### src/rtl/rsc_pkg.sv
// Package: shared encodings for the run-state controller.
// Assumes: the state codes are fixed by the engine that decodes them.
package rsc_pkg;

    typedef enum logic [1:0] {
        RS_RESET  = 2'd0,
        RS_RUN    = 2'd1,
        RS_UNUSED = 2'd2,
        RS_PAUSE  = 2'd3
    } run_state_e;

    typedef enum logic [1:0] {
        HS_IDLE = 2'd0,
        HS_BUS  = 2'd1,
        HS_CORE = 2'd2
    } hs_phase_e;

    localparam int VALID_BIT    = 2;
    localparam int READY_BIT    = 4;
    localparam int ERR_BUSY_BIT = 0;
    localparam int ERR_BUS_BIT  = 1;

endpackage

### src/rtl/rsc_handshake_timer.sv
// Module: two-phase handshake timer. It first counts BUS_CYC clock cycles,
// then CORE_TICKS cycles in which core_tick is high, then pulses done.
// Assumes: start is only raised while the timer is idle; abort wins over start.
module rsc_handshake_timer
    import rsc_pkg::*;
#(
    parameter int BUS_CYC    = 3,
    parameter int CORE_TICKS = 3
) (
    input  logic clk,
    input  logic rst_n,
    input  logic start,
    input  logic abort,
    input  logic core_tick,
    output logic busy,
    output logic done
);

    localparam int MAXC = (BUS_CYC > CORE_TICKS) ? BUS_CYC : CORE_TICKS;
    localparam int CW   = $clog2(MAXC + 1);
    localparam logic [CW-1:0] BUS_LAST  = CW'(BUS_CYC - 1);
    localparam logic [CW-1:0] CORE_LAST = CW'(CORE_TICKS - 1);

    hs_phase_e     phase_q;
    logic [CW-1:0] cnt_q;

    // Purpose: step through the bus phase, then the tick-gated core phase.
    always_ff @(posedge clk) begin
        if (!rst_n || abort) begin
            phase_q <= HS_IDLE;
            cnt_q   <= '0;
        end else begin
            case (phase_q)
                HS_IDLE: begin
                    if (start) begin
                        phase_q <= HS_BUS;
                        cnt_q   <= '0;
                    end
                end
                HS_BUS: begin
                    if (cnt_q == BUS_LAST) begin
                        phase_q <= HS_CORE;
                        cnt_q   <= '0;
                    end else begin
                        cnt_q <= cnt_q + 1'b1;
                    end
                end
                HS_CORE: begin
                    if (core_tick) begin
                        if (cnt_q == CORE_LAST) begin
                            phase_q <= HS_IDLE;
                            cnt_q   <= '0;
                        end else begin
                            cnt_q <= cnt_q + 1'b1;
                        end
                    end
                end
                default: begin
                    phase_q <= HS_IDLE;
                    cnt_q   <= '0;
                end
            endcase
        end
    end

    // Purpose: report activity and the final-tick completion pulse.
    always_comb begin
        busy = (phase_q != HS_IDLE);
        done = (phase_q == HS_CORE) && core_tick && (cnt_q == CORE_LAST);
    end

    // the bus-phase count never passes its limit.
    a_r3_bus_count_bound: assert property (@(posedge clk) disable iff (!rst_n)
        (phase_q == HS_BUS) |-> (cnt_q <= BUS_LAST));

    // the core phase makes no progress without a tick.
    a_r3_core_waits_tick: assert property (@(posedge clk) disable iff (!rst_n)
        (phase_q == HS_CORE && !core_tick && !abort) |=>
            (phase_q == HS_CORE && $stable(cnt_q)));

endmodule

### src/rtl/rsc_reg_decode.sv
// Module: register decode for the run-state controller. It turns bus writes
// into action strobes and builds the read word.
// Assumes: byte offsets are word-aligned and distinct.
module rsc_reg_decode
    import rsc_pkg::*;
#(
    parameter int ADDR_W   = 4,
    parameter int OFS_STATE = 0,
    parameter int OFS_SRST  = 8,
    parameter int OFS_ERR   = 12
) (
    input  logic              reg_wr,
    input  logic [ADDR_W-1:0] reg_addr,
    input  logic [31:0]       reg_wdata,
    input  run_state_e        cur_state,
    input  logic              valid,
    input  logic              ready,
    input  logic              busy_err,
    input  logic              bus_err,
    output logic              wr_state,
    output run_state_e        wr_code,
    output logic              wr_srst,
    output logic              wr_errclr,
    output logic [31:0]       reg_rdata
);

    localparam logic [ADDR_W-1:0] A_STATE = ADDR_W'(OFS_STATE);
    localparam logic [ADDR_W-1:0] A_SRST  = ADDR_W'(OFS_SRST);
    localparam logic [ADDR_W-1:0] A_ERR   = ADDR_W'(OFS_ERR);

    // Purpose: decode writes into action strobes.
    always_comb begin
        wr_state  = reg_wr && (reg_addr == A_STATE);
        wr_code   = run_state_e'(reg_wdata[1:0]);
        wr_srst   = reg_wr && (reg_addr == A_SRST) && reg_wdata[0];
        wr_errclr = reg_wr && (reg_addr == A_ERR) && reg_wdata[ERR_BUSY_BIT];
    end

    // Purpose: build the read word for the addressed register.
    always_comb begin
        reg_rdata = '0;
        if (reg_addr == A_STATE) begin
            reg_rdata[1:0]       = cur_state;
            reg_rdata[VALID_BIT] = valid;
            reg_rdata[READY_BIT] = ready;
        end else if (reg_addr == A_ERR) begin
            reg_rdata[ERR_BUSY_BIT] = busy_err;
            reg_rdata[ERR_BUS_BIT]  = bus_err;
        end
    end

endmodule

### src/rtl/runstate_ctrl.sv
// Module: top of the handshaked run-state controller. It holds the committed
// state, starts the handshake on accepted writes, and keeps the busy-write
// and bus-error flags.
// Assumes: the core clock is represented by core_tick in the bus clock domain.
module runstate_ctrl
    import rsc_pkg::*;
#(
    parameter int ADDR_W     = 4,
    parameter int OFS_STATE  = 0,
    parameter int OFS_SRST   = 8,
    parameter int OFS_ERR    = 12,
    parameter int BUS_CYCLES = 3,
    parameter int CORE_TICKS = 3
) (
    input  logic              clk,
    input  logic              rst_n,
    input  logic              reg_wr,
    input  logic [ADDR_W-1:0] reg_addr,
    input  logic [31:0]       reg_wdata,
    output logic [31:0]       reg_rdata,
    input  logic              srst_strobe,
    input  logic              core_tick,
    input  logic              bus_err_evt,
    output logic [1:0]        state_out,
    output logic              state_valid,
    output logic              run_enable,
    output logic              pause_hold,
    output logic              bus_err_irq
);

    run_state_e state_q, target_q, wr_code;
    logic wr_state, wr_srst, wr_errclr;
    logic hs_busy, hs_done;
    logic sreset, hs_start, busy_drop;
    logic busy_err_q, bus_err_q, ready;

    rsc_reg_decode #(
        .ADDR_W(ADDR_W), .OFS_STATE(OFS_STATE),
        .OFS_SRST(OFS_SRST), .OFS_ERR(OFS_ERR)
    ) u_decode (
        .reg_wr(reg_wr), .reg_addr(reg_addr), .reg_wdata(reg_wdata),
        .cur_state(state_q), .valid(state_valid), .ready(ready),
        .busy_err(busy_err_q), .bus_err(bus_err_q),
        .wr_state(wr_state), .wr_code(wr_code), .wr_srst(wr_srst),
        .wr_errclr(wr_errclr), .reg_rdata(reg_rdata)
    );

    rsc_handshake_timer #(
        .BUS_CYC(BUS_CYCLES), .CORE_TICKS(CORE_TICKS)
    ) u_timer (
        .clk(clk), .rst_n(rst_n), .start(hs_start), .abort(sreset),
        .core_tick(core_tick), .busy(hs_busy), .done(hs_done)
    );

    // Purpose: classify the current write and the soft-reset request.
    always_comb begin
        sreset    = srst_strobe || wr_srst;
        hs_start  = wr_state && !hs_busy && (wr_code != RS_UNUSED) && !sreset;
        busy_drop = wr_state && hs_busy && !sreset;
    end

    // Purpose: committed state; changes only on soft reset or handshake end.
    always_ff @(posedge clk) begin
        if (!rst_n || sreset) state_q <= RS_RESET;
        else if (hs_done)     state_q <= target_q;
    end

    // Purpose: latch the requested state when a handshake starts.
    always_ff @(posedge clk) begin
        if (!rst_n)        target_q <= RS_RESET;
        else if (hs_start) target_q <= wr_code;
    end

    // Purpose: sticky flag for state writes dropped during a handshake.
    always_ff @(posedge clk) begin
        if (!rst_n || sreset) busy_err_q <= 1'b0;
        else if (busy_drop)   busy_err_q <= 1'b1;
        else if (wr_errclr)   busy_err_q <= 1'b0;
    end

    // Purpose: pending bus error; a new event wins over any clear.
    always_ff @(posedge clk) begin
        if (!rst_n)                                  bus_err_q <= 1'b0;
        else if (bus_err_evt)                        bus_err_q <= 1'b1;
        else if (sreset)                             bus_err_q <= 1'b0;
        else if (hs_start && wr_code == RS_RESET)    bus_err_q <= 1'b0;
    end

    // Purpose: drive the outputs toward software and the data engine.
    always_comb begin
        state_valid = !hs_busy;
        ready       = state_valid && !bus_err_q;
        state_out   = state_q;
        run_enable  = state_valid && (state_q == RS_RUN);
        pause_hold  = (state_q == RS_PAUSE);
        bus_err_irq = bus_err_q;
    end

    // an accepted write drops valid on the next cycle.
    a_r2_accept_drops_valid: assert property (@(posedge clk) disable iff (!rst_n)
        hs_start |=> !state_valid);

    // the committed state holds while the handshake runs.
    a_r2_state_held: assert property (@(posedge clk) disable iff (!rst_n)
        (!state_valid && !sreset) |=> ($stable(state_q) || state_valid));

    // the unused code leaves the state and valid untouched.
    a_r4_unused_ignored: assert property (@(posedge clk) disable iff (!rst_n)
        (wr_state && wr_code == RS_UNUSED && state_valid && !sreset) |=>
            ($stable(state_q) && state_valid));

    // a write during a handshake sets the sticky flag.
    a_r5_busy_sticky: assert property (@(posedge clk) disable iff (!rst_n)
        (wr_state && !state_valid && !sreset) |=> busy_err_q);

    // soft reset forces the reset state with valid high.
    a_r6_soft_reset: assert property (@(posedge clk) disable iff (!rst_n)
        sreset |=> (state_q == RS_RESET && state_valid));

    // an accepted reset-code write clears a pending bus error.
    a_r7_reset_clears: assert property (@(posedge clk) disable iff (!rst_n)
        (hs_start && wr_code == RS_RESET && !bus_err_evt) |=> !bus_err_irq);

endmodule

### config.mk
export PLATFORM = sky130hd
export DESIGN_NAME = runstate_ctrl
export DESIGN_NICKNAME = d
export VERILOG_FILES = /design/src/rtl/rsc_pkg.sv /design/src/rtl/rsc_handshake_timer.sv /design/src/rtl/rsc_reg_decode.sv /design/src/rtl/runstate_ctrl.sv
export SDC_FILE = /design/constraint.sdc
export NUM_CORES = 1
export LEC_CHECK = 0
export ABC_AREA = 1
export BUFFER_PORTS_ARGS = -buffer_cell sky130_fd_sc_hd__buf_4
export CORE_MARGIN = 2
export CORE_UTILIZATION = 33
export CTS_CLUSTER_SIZE = 8
export DETAILED_ROUTE_END_ITERATION = 7
export HOLD_SLACK_MARGIN = 0.02
export PLACE_DENSITY_LB_ADDON = 0.3
export SYNTH_ARGS = -nofsm -noshare
export SYNTH_HDL_FRONTEND = slang
export SYNTH_SLANG_ARGS = --single-unit
### constraint.sdc
create_clock -name clk -period 1.5 [get_ports clk]
set_input_delay 0.3 -clock clk [delete_from_list [all_inputs] [get_ports clk]]
set_output_delay 0.3 -clock clk [all_outputs]
set_load 0.005 [all_outputs]
## Word level (Yosys, flattened, before mapping)

Cells that the tools add are included.

- Add/subtract/negate cells: 1
- Equal/unequal tests: 12
- Muxes and demuxes: 18
- Reductions and logical operators: 29

Operator list:

| operator | count |
|---|---|
| $mux 2 | 9 |
| $logic_and 1x1->1 | 15 |
| $pmux 2 s3 | 2 |
| $eq 4x4->1 const B | 2 |
| $ne 2x2->1 const B | 4 |
| $mux 1 | 7 |
| $eq 2x2->1 const B | 3 |
| $eq 2x1->1 const B | 2 |
| $logic_not 1->1 | 4 |
| $logic_not 2->1 | 2 |
| $logic_not 4->1 | 1 |
| $reduce_and 4->1 | 1 |
| $reduce_bool 2->1 | 2 |
| $reduce_bool 3->1 | 1 |
| $add 2x1->2 const B | 1 |
| $logic_or 1x1->1 | 2 |
| $ne 2x1->1 const B | 1 |
| $reduce_and 2->1 | 1 |

- Register bits after elaboration: 10
- Bits of input ports: 42
- Output and inout port bits: 38
- Logic and storage cells: 66

## Longest topological paths before layout

- Depth after elaboration: 10
- Depth in mapped cells: 11
- Mapped depth without buffers: 11

## Cells and area by module

Synthesis repeated with hierarchy kept, for this count alone.

- Cell total of the unflattened synthesis: 152
- Area, all modules: 954.7 um^2

Modules (own cells, without submodules):

| module | instances | cells each | area an instance (um^2) | sequential area each (um^2) |
|---|---|---|---|---|
| rsc_reg_decode | 1 | 54 | 339.1 | 0.0 |
| rsc_handshake_timer | 1 | 50 | 310.3 | 80.1 |
| runstate_ctrl | 1 | 48 | 305.3 | 120.1 |

## Worst setup path before layout

No wires, ideal clock.

- Path type: register to register
- Start: register u_timer.phase_q[0]
- End: register u_timer.phase_q[1]
- Setup time: 114 ps
- Arrival: 1340 ps
- Required time: 1386 ps
- Setup slack: 46 ps
- Stages on the path, launching flop included: 10
- Buffers on the path: 0
- Period minus slack after synthesis: 1454 ps
- Cell sequence: dfxtp_1 inv_1 ha_1 nand3_2 nor2_4 nand2_4 nand2_4 nand3_4 nor2_1 nor2_2

- Word-level cells in the longest chain between the ends: 7
- Elaborated cells between the ends (all ways): 14
- Classes of those cells: 6 x eq/ne; 1 x mux; 7 x reduce/logical

Ends and longest elaborated chain:

| element | RTL line | RTL |
|---|---|---|
| from (decl) | rsc_handshake_timer.sv:24 | `hs_phase_e phase_q;` |
| from (signal assigned) | rsc_handshake_timer.sv:30 | `phase_q <= HS_IDLE;` |
| from (signal assigned) | rsc_handshake_timer.sv:36 | `phase_q <= HS_BUS;` |
| from (signal assigned) | rsc_handshake_timer.sv:42 | `phase_q <= HS_CORE;` |
| $reduce_bool 2->1 | rsc_handshake_timer.sv:68 | `busy = (phase_q != HS_IDLE);` |
| $logic_not 1->1 | - |  |
| net state_valid | runstate_ctrl.sv:25 | `output logic state_valid,` |
| $logic_and 1x1->1 (3 in series) | runstate_ctrl.sv:58 | `hs_start = wr_state && !hs_busy && (wr_code != RS_UNUSED) && !sreset;` |
| $ne 2x2->1 (no source line) | - |  |
| $reduce_and 4->1 (no source line) | - |  |

The timed path passes the listed nets, and every way through them passes these cells.
A chain may end at the register's enable or synchronous reset.

## Worst setup path after layout

- Start: register u_timer.phase_q[0]
- End: output port reg_rdata[4]

- Word-level cells in the longest chain between the ends: 4

Ends and longest elaborated chain:

| element | RTL line | RTL |
|---|---|---|
| $reduce_bool 2->1 | rsc_handshake_timer.sv:68 |  |
| $logic_not 1->1 | runstate_ctrl.sv:91 | `state_valid = !hs_busy;` |
| $logic_and 1x1->1 | runstate_ctrl.sv:92 | `ready = state_valid && !bus_err_q;` |
| $mux 1 | rsc_reg_decode.sv:42 | `if (reg_addr == A_STATE) begin` |
| to (decl) | runstate_ctrl.sv:20 | `output logic [31:0] reg_rdata,` |

Every way passes these cells.

==> summary.md <==
| Metric | Value |
|---|---|
| Outcome | finished clean |
| Commonest cells post-synth | buf_4, nand2_1, inv_1, dfxtp_1, nand3_1 |
| Most common cell in the netlist | buf_4 |
| Cell Pwr Density | between 500 and 600 nW/um2 |
| # Max-Cap Violations | 0 |
| RSZ-0062 raised after global routing | yes |
| Worst hold slack | 0.249 ns |
| Routability cong. | around 0.76 |
| Worst Skew | around 0.0039 ns |
| P_leak | about 0.52 nW |
| CP Max Fanout | 3 |
| Ratio of cells with drive above 1 in the final layout | 0.338 |
| Hpwl dp | 1370 um |
| Number of routed nets with antenna violations | 0 |
| Area of the mapped netlist | 865 um2 |
| FFs w/ async S/R, synth | 0 |
| Gr ovfl total | 0 |
| First-pass GRT wire length | between 2000 and 2500 um |
| Num rows | 18 |
| GRT Overall Usage | 0.113 |
| Slowest-stage cell, CP | dfxtp_2 |
| N_diodes | 0 |
| Setup CP Type | register to primary output |
| Die Height | 55.2 um |
| Hold-fix buffers, CTS | 0 |
| Initial antenna violation count | 0 |
| Crit path time final | between 1 and 1.5 ns |
| Drt first pass iters | 4 |
| Initial drt markers | 7 |
| Syn Area/Cell | roughly 7.2 um2 |
| Ports | 80 |
| Vias in the first global route | a little under 600 |
| Crit-path cells | inv_2, ha_4, nand3_4, nor2_2, buf_4 |
| Netlist cell types | 24 |
| Crit path max-delay family | flip-flops |
| Vias per inst | roughly 4.2 |
| Largest net degree at the start of global routing | 7 |
| Hold Path Class | input pin to register |
| Synthesized flop and latch total | 10 |
| FMAX | about 700 MHz |
| Critical Path Source Type | register |
| Synth area leaders | buf_4, dfxtp_1, nand2_1 |
| Final WL | 1670 um |
| Die ar. | 3050 um2 |
| Root buf cell | clkbuf_4 |
| Post-synth EDFFs | 0 |
| Core ar. | approximately 2500 um2 |
| CTS Buf Count | 3 |
| Die width | ~55 um |
| DRC Markers | 0 |
| Worst path required time | about 1.2 ns |
| H-tree Lvls | 1 |
| Tcrit/Tclk final | 0.979 |
| Initial Utilization | 0.349 |
| Area grow syn2layout | 21.7% |
| Highest ir drop seen on vdd | ~0.00054 V |
| Sink Count | 10 |
| Post-DR wirelength/cell | around 9.4 um |
| Mapped Cells | 120 |
| Worst setup EP type | primary output |
| Area leader, netlist | buf_4 |
| Proportion of netlist area held by the largest area contributor | 0.243 |
| Critical Path AT | ~1.2 ns |
| DR vias | approximately 750 |
| Synth warnings | 0 |
| Final nets | about 190 |
| Setup TNS | 0 ns |
| Total power after layout | approximately 0.63 mW |
| Reg clk slew, reported paths | 0.07 ns |
| Final-report hold violation count | 0 |
| CTS tree | done |
| Crit-path max cell delay | ~0.32 ns |
| Buf+Inv Stages, Crit Path | 2 |
| Top_reg_cell synth | dfxtp_1 |
| Skew-Pair Late Insertion Delay | approximately 0.26 ns |
| Port Buf Inserts | 21 |
| Max-slew violation count | 0 |
| CTS Buffer Depth | 2 |
| Register area share after synthesis | 0.232 |
| Setup violators final | 0 |
[final timing paths]
check                      from                 end  slack, ns  depth (start not counted)
max          u_timer.phase_q[0]        reg_rdata[4]       0.03                          5
min                 bus_err_evt         bus_err_irq       0.25                          3
max reg2reg  u_timer.phase_q[0]  u_timer.phase_q[1]       0.06                          7
min reg2reg         target_q[0]         target_q[0]       0.47                          2
[registers in the layout, summed over array words and instances, names as in the netlist]
| register | count |
|---|---|
| u_timer.phase_q | 2 |
| target_q | 2 |
| bus_err_irq | 1 |
| state_out | 2 |
| busy_err_q | 1 |
| u_timer.cnt_q | 2 |
[worst min-delay path: stages]
cell and delay [ns]:
buf_4 0.08, a31oi_1 0.03, nor2_1 0.07
[report_power, final]
group / leakage, nW / internal [mW] / switching [mW]
sequential: 0.0814 / 0.269 / 0.00358
combinational: 0.419 / 0.0454 / 0.0690
clock: 0.0210 / 0.147 / 0.0950
[per-stage QoR]
stage	instance area [um2]	util	cells	setup WS (ns)
finish	1050	0.425	178	0.0317
global route	1050	0.425	178	-0.0454
CTS	1020	0.412	176	0.00808
detailed placement	966	0.390	172	0.0262
global placement	966	0.390	172	0.0848
floorplan	966	-	147	0.0464
[layout make-up]
class	count	area (um2)
multi-input cells	92	523
inverters	17	66.3
fillers	261	1430
repair buffers	25	188
well taps	30	37.5
clock buffers	4	36.3
flip-flops and latches	10	201
[cell families (layout without fill, tap and decap cells)]
| group | after synthesis | in the layout | share of synthesized area |
|---|---|---|---|
| adder cells (fa/ha/maj) | 3 | 3 | 0.0434 |
| flip-flops | 10 | 10 | 0.232 |
| AO/OA/AOI/OAI | 13 | 13 | 0.0839 |
| AND/OR/NAND/NOR | 48 | 48 | 0.317 |
| buffers and inverters | 45 | 46 | 0.320 |
| other | 1 | 28 | 0.00434 |
[layer usage]
| metal | vias up | track usage | wire length (um) |
|---|---|---|---|
| met5 | - | 0 | 0 |
| met2 | 28 | 0.196 | 835 |
| met1 | 328 | 0.130 | 685 |
| met3 | 2 | 0.0188 | 136 |
| met4 | 0 | 0.0610 | 12 |
| li1 | 388 | - | - |
[cell usage in the layout, fill, tap and decap left out]
master,instances
nor2_4,4
inv_2,5
a32o_1,1
dfxtp_1,9
nor2_1,7
nand2_2,2
a31oi_1,1
nand4_1,3
a21oi_1,7
o21ai_1,1
ha_4,1
nor2_2,2
inv_4,1
dfxtp_2,1
clkbuf_4,3
nor3_4,1
clkbuf_8,1
o22ai_1,1
nand2_4,2
buf_4,25
ha_1,2
o21ai_0,2
nand2_1,15
conb_1,28
nand3_1,10
nand3_4,2
inv_1,11
[repair_timing]
action,in CTS,in global routing
pin swaps,1,3
setup buffers,0,2
gates resized for setup,5,5
setup endpoints to repair,4,3
hold endpoints to repair,0,0
No activity file was read; power rests on OpenSTA's default activity.
